===== config.mk =====
export PLATFORM = sky130hd
export DESIGN_NAME = freq_lock_det
export DESIGN_NICKNAME = d
export VERILOG_FILES = /design/src/rtl/freq_lock_det.sv
export SDC_FILE = /design/constraint.sdc
export NUM_CORES = 1
export LEC_CHECK = 0
export BUFFER_PORTS_ARGS = -buffer_cell sky130_fd_sc_hd__clkbuf_2
export CAP_MARGIN = 15
export CELL_PAD_IN_SITES_DETAIL_PLACEMENT = 2
export CELL_PAD_IN_SITES_GLOBAL_PLACEMENT = 2
export CORE_MARGIN = 4
export CORE_UTILIZATION = 40
export CTS_CLUSTER_DIAMETER = 50
export DETAILED_ROUTE_END_ITERATION = 10
export GPL_ROUTABILITY_DRIVEN = 0
export PLACE_DENSITY = 0.87
export SLEW_MARGIN = 20
export SYNTH_ARGS = -nofsm -noshare
export SYNTH_HDL_FRONTEND = slang
export SYNTH_SLANG_ARGS = --single-unit

===== constraint.sdc =====
create_clock -name clk -period 4.95 [get_ports clk]
set_input_delay 0 -clock clk [delete_from_list [all_inputs] [get_ports clk]]
set_output_delay 0 -clock clk [all_outputs]
set_load 0.02 [all_outputs]

===== src/rtl/freq_lock_det.sv =====
module freq_lock_det #(
  parameter int WIN_CYC  = 400,
  parameter int EXP_CNT  = 100,
  parameter int TOL_ACQ  = 1,
  parameter int TOL_HOLD = 2,
  parameter logic [2:0] RATE_CODE = 3'b010
) (
  input  logic       clk,
  input  logic       rst_n,
  input  logic       vco_div,
  input  logic       auto_mode,
  input  logic [2:0] rate_in,
  output logic       locked,
  output logic       std_det,
  output logic [2:0] rate_out,
  output logic       rate_oe
);
  localparam int WW = $clog2(WIN_CYC);
  localparam int CW = $clog2(WIN_CYC + 1);
  localparam logic [WW-1:0] WIN_LAST = WW'(WIN_CYC - 1);
  localparam logic [CW:0]   EXP      = (CW+1)'(EXP_CNT);
  localparam logic [CW:0]   TA       = (CW+1)'(TOL_ACQ);
  localparam logic [CW:0]   TH       = (CW+1)'(TOL_HOLD);

  typedef enum logic {FREQ_ACQ, PHASE_ACQ} acq_t;

  acq_t          state;
  logic [2:0]    vsync;
  logic [WW-1:0] win_cnt;
  logic [CW-1:0] edge_cnt;
  logic [2:0]    last_rate;
  logic          rise, win_end, rate_ok;
  logic [CW:0]   total, diff;

  assign rise    = vsync[1] & ~vsync[2];
  assign win_end = (win_cnt == WIN_LAST);
  assign total   = {1'b0, edge_cnt} + {{CW{1'b0}}, rise};
  assign diff    = (total >= EXP) ? total - EXP : EXP - total;
  assign rate_ok = auto_mode | (rate_in == RATE_CODE);

  always_ff @(posedge clk or negedge rst_n) begin
    if (!rst_n) begin
      vsync    <= '0;
      win_cnt  <= '0;
      edge_cnt <= '0;
    end else begin
      vsync    <= {vsync[1:0], vco_div};
      win_cnt  <= win_end ? '0 : win_cnt + 1'b1;
      edge_cnt <= win_end ? '0 : total[CW-1:0];
    end
  end

  always_ff @(posedge clk or negedge rst_n) begin
    if (!rst_n) begin
      state     <= FREQ_ACQ;
      last_rate <= 3'b000;
    end else if (win_end) begin
      if (state == FREQ_ACQ && diff <= TA && rate_ok) begin
        state     <= PHASE_ACQ;
        last_rate <= RATE_CODE;
      end else if (state == PHASE_ACQ && (diff > TH || !rate_ok)) begin
        state <= FREQ_ACQ;
      end
    end
  end

  assign locked   = (state == PHASE_ACQ);
  assign std_det  = locked && (last_rate == RATE_CODE);
  assign rate_out = last_rate;
  assign rate_oe  = auto_mode;
endmodule



==> flow_summary.json <==
{
  "initial_utilization_pct": 42.2,
  "end_kind": "flop",
  "fin_crit_ns": 3.64,
  "ios": 13,
  "wl_per_cell_um": 20.5,
  "cts-root-buf": "clkbuf_8",
  "reg2reg_slack_ns": 1.31,
  "grt_first_pass_wirelength_um": 7770,
  "synthCells": 165,
  "nets": 192,
  "clock_power_share_pct": 16.8,
  "ys_types": 49,
  "place_inst": 217,
  "clk_pin_slew_ns": 0.08,
  "min_path_type": "primary input to output pin",
  "power_uw": 717,
  "io_buffers": 10,
  "fin_area_um2": 1700,
  "route.vias.total": 1272,
  "antenna_found_initial": 0,
  "die_h_um": 70.6,
  "clk_path_buf_depth": 2,
  "cp.arrival_ns": 3.81,
  "p_leak_nw": 0.769,
  "synth-seq-cells": 23,
  "row_count": 22,
  "clock-sinks": 23,
  "coreArea_um2": 3720,
  "synthesis.area_um2": 1570,
  "drv_slew": 0,
  "clock.fmax_ghz": 0.275,
  "fin_crit_sh_pct": 73.5,
  "cts_tree": "yes",
  "grt_pass1_vias": 1438,
  "fin_tns_setup_ns": 0,
  "switching_share_pct": 45.5,
  "setup_viol": 0,
  "async_flop_share_pct": 100,
  "ir_worst_vdd_uv": 194,
  "die_x_um": 70.6,
  "track_usage_pct": 20.2,
  "p_int_uw": 391,
  "cts.htree.levels": 1,
  "fill_cells": 420,
  "cts_buffers": 3,
  "grt_setup_unrepaired": "no",
  "p_comb_share_pct": 46.2,
  "insertion_delay_ns": 0.27,
  "tightest_slew_ns": 0.598,
  "p_seq_share_pct": 37.0,
  "drc": 0,
  "worst_setup_path_start_kind": "flop",
  "antennaDiodeCount": 0,
  "dr.pass1.iters": 4,
  "grt_max_degree": 24,
  "power_switching_uw": 326,
  "skew_ns": 0.000921,
  "critPathKind": "flop to flop",
  "synth_area_per_cell_um2": 9.50,
  "grt-ovfl-total": 0,
  "worst-path-max-fanout": 9,
  "synth_enable_flop_cells": 0,
  "area_growth_syn_to_layout_pct": 8.62,
  "yosysSeqAreaShare_pct": 36.7,
  "ant_nets": 0,
  "layout-drive-gt1-share_pct": 16.0,
  "fin_cells": 223,
  "relSlewSlack_pct": 60.2,
  "ys.flop_type": "dfrtp_1",
  "status": "complete, no violations",
  "cap_viol_max_count": 0,
  "placed_area_um2": 1640,
  "via_per_inst": 5.70,
  "required_ns": 5.12,
  "dp_hpwl_um": 3400,
  "hold_viol": 0,
  "power_density_nw_per_um2": 421,
  "yosys_warnings": 0,
  "drt_iter0_markers": 37,
  "routed_wl_um": 4580,
  "dieArea_um2": 4990,
  "ctsResizeCount": 0
}
-- timing repair --
| action | in CTS | in global routing |
|---|---|---|
| hold buffers | 2 | 0 |
| setup buffers | 0 | 0 |
| hold endpoints to repair | 24 | 0 |
-- path summary, 6_finish.rpt --
| path | start | to | depth (start not counted) |
|---|---|---|---|
| setup / recovery | vsync[1]$_DFF_PN0_ | rate_out[1]$_DFFE_PN0P_ | 13 |
| hold reg to reg | vsync[0]$_DFF_PN0_ | vsync[1]$_DFF_PN0_ | 0 |
| setup reg to reg | vsync[1]$_DFF_PN0_ | rate_out[1]$_DFFE_PN0P_ | 13 |
| min in group asynchronous | rst_n | win_cnt[3]$_DFF_PN0_ | 2 |
| max in group asynchronous | rst_n | edge_cnt[7]$_DFF_PN0_ | 2 |
| hold / removal | auto_mode | rate_oe | 2 |
-- cell type report --
cell class	count	area (um2)	share of cell area (%)
clock buffer	4	45.0	2.65
inverter	6	22.5	1.32
multi-input combinational	129	922	54.2
tap	48	60.1	3.53
timing repair buffer	13	77.6	4.56
sequential	23	576	33.8
-- synth_stat cells, types with 2 or more instances --
cell type  count  share of area (%)
dfrtp_1       23                 37
nor2_1        21                5.0
nand2_1       11                2.6
nand3_1       11                3.5
xor2_1        10                5.6
ha_1           9                7.2
xnor2_1        9                5.0
a21oi_1        8                2.6
inv_1          6                1.4
buf_4          5                2.4
nand4_1        3                1.2
nor2b_1        3                1.2
nor4_1         3                1.2
a21oi_2        2                1.1
mux2i_1        2                1.3
nand2b_1       2               0.80
nor3b_1        2               0.96
o21ai_0        2               0.64
o22ai_1        2               0.80
or3_1          2               0.80
-- cells by family (layout without fill, tap and decap cells) --
logic type | Yosys count | after routing | synth area share [%]
AO/OA/AOI/OAI | 28 | 28 | 13.8
other | 1 | 2 | 0.239
XOR/XNOR | 21 | 21 | 12.7
flip-flops | 23 | 23 | 36.7
multiplexers | 2 | 2 | 1.28
buffers and inverters | 14 | 23 | 5.11
adder cells (fa/ha/maj) | 9 | 9 | 7.18
AND/OR/NAND/NOR | 67 | 67 | 23.0
-- worst max-delay path, cell delays in order, from the launching register on --
cell	delay, ns
dfrtp_1	0.38
nor2b_1	0.14
ha_1	0.26
ha_1	0.33
xnor2_1	0.43
inv_1	0.18
ha_1	0.22
nand2_1	0.10
nand3_1	0.14
a21oi_4	0.28
a21oi_2	0.09
xor2_1	0.14
or4_4	0.53
o41ai_2	0.29
-- metal layers --
metal,global-route usage (%),wire length (um)
met2,34.4,2350
met4,10.2,145
met5,0,0
met3,2.13,62
met1,25.3,2020
-- per-stage QoR --
step	hold slack, ns	setup WS (ns)	utilization, %
2_1_floorplan	-0.296	1.73	-
3_3_place_gp	0.0161	1.60	44.1
3_5_place_dp	0.0300	1.34	44.1
4_1_cts	0.238	1.27	45.8
5_1_grt	0.248	1.05	45.8
6_report	0.236	1.31	45.8
-- state kept, by name, indices dropped and copies added (netlist names) --
signal / count
edge_cnt: 9
vsync: 3
locked: 1
rate_out: 1
win_cnt: 9
-- cell usage in the layout (no fill, tap or decap), drive strengths merged, types with 3 or more instances in the layout --
cell	count
o22ai	3
nor2	21
dfrtp	23
nor4	3
xor2	11
nor2b	3
inv	6
nand3	12
ha	9
xnor2	10
nand4	3
nand2	11
a21oi	11
clkbuf	14
-- power groups by stage --
| stage | combinational (mW) | sequential [mW] | clock (mW) |
|---|---|---|---|
| finish | 0.331 | 0.265 | 0.120 |
| global route | 0.369 | 0.268 | 0.135 |
| CTS | 0.334 | 0.264 | 0.124 |
| detailed placement | 0.328 | 0.268 | 0 |
| global placement | 0.302 | 0.261 | 0 |
| floorplan | 0.273 | 0.231 | 0 |
Note: power is estimated with default switching activity, not from simulation.
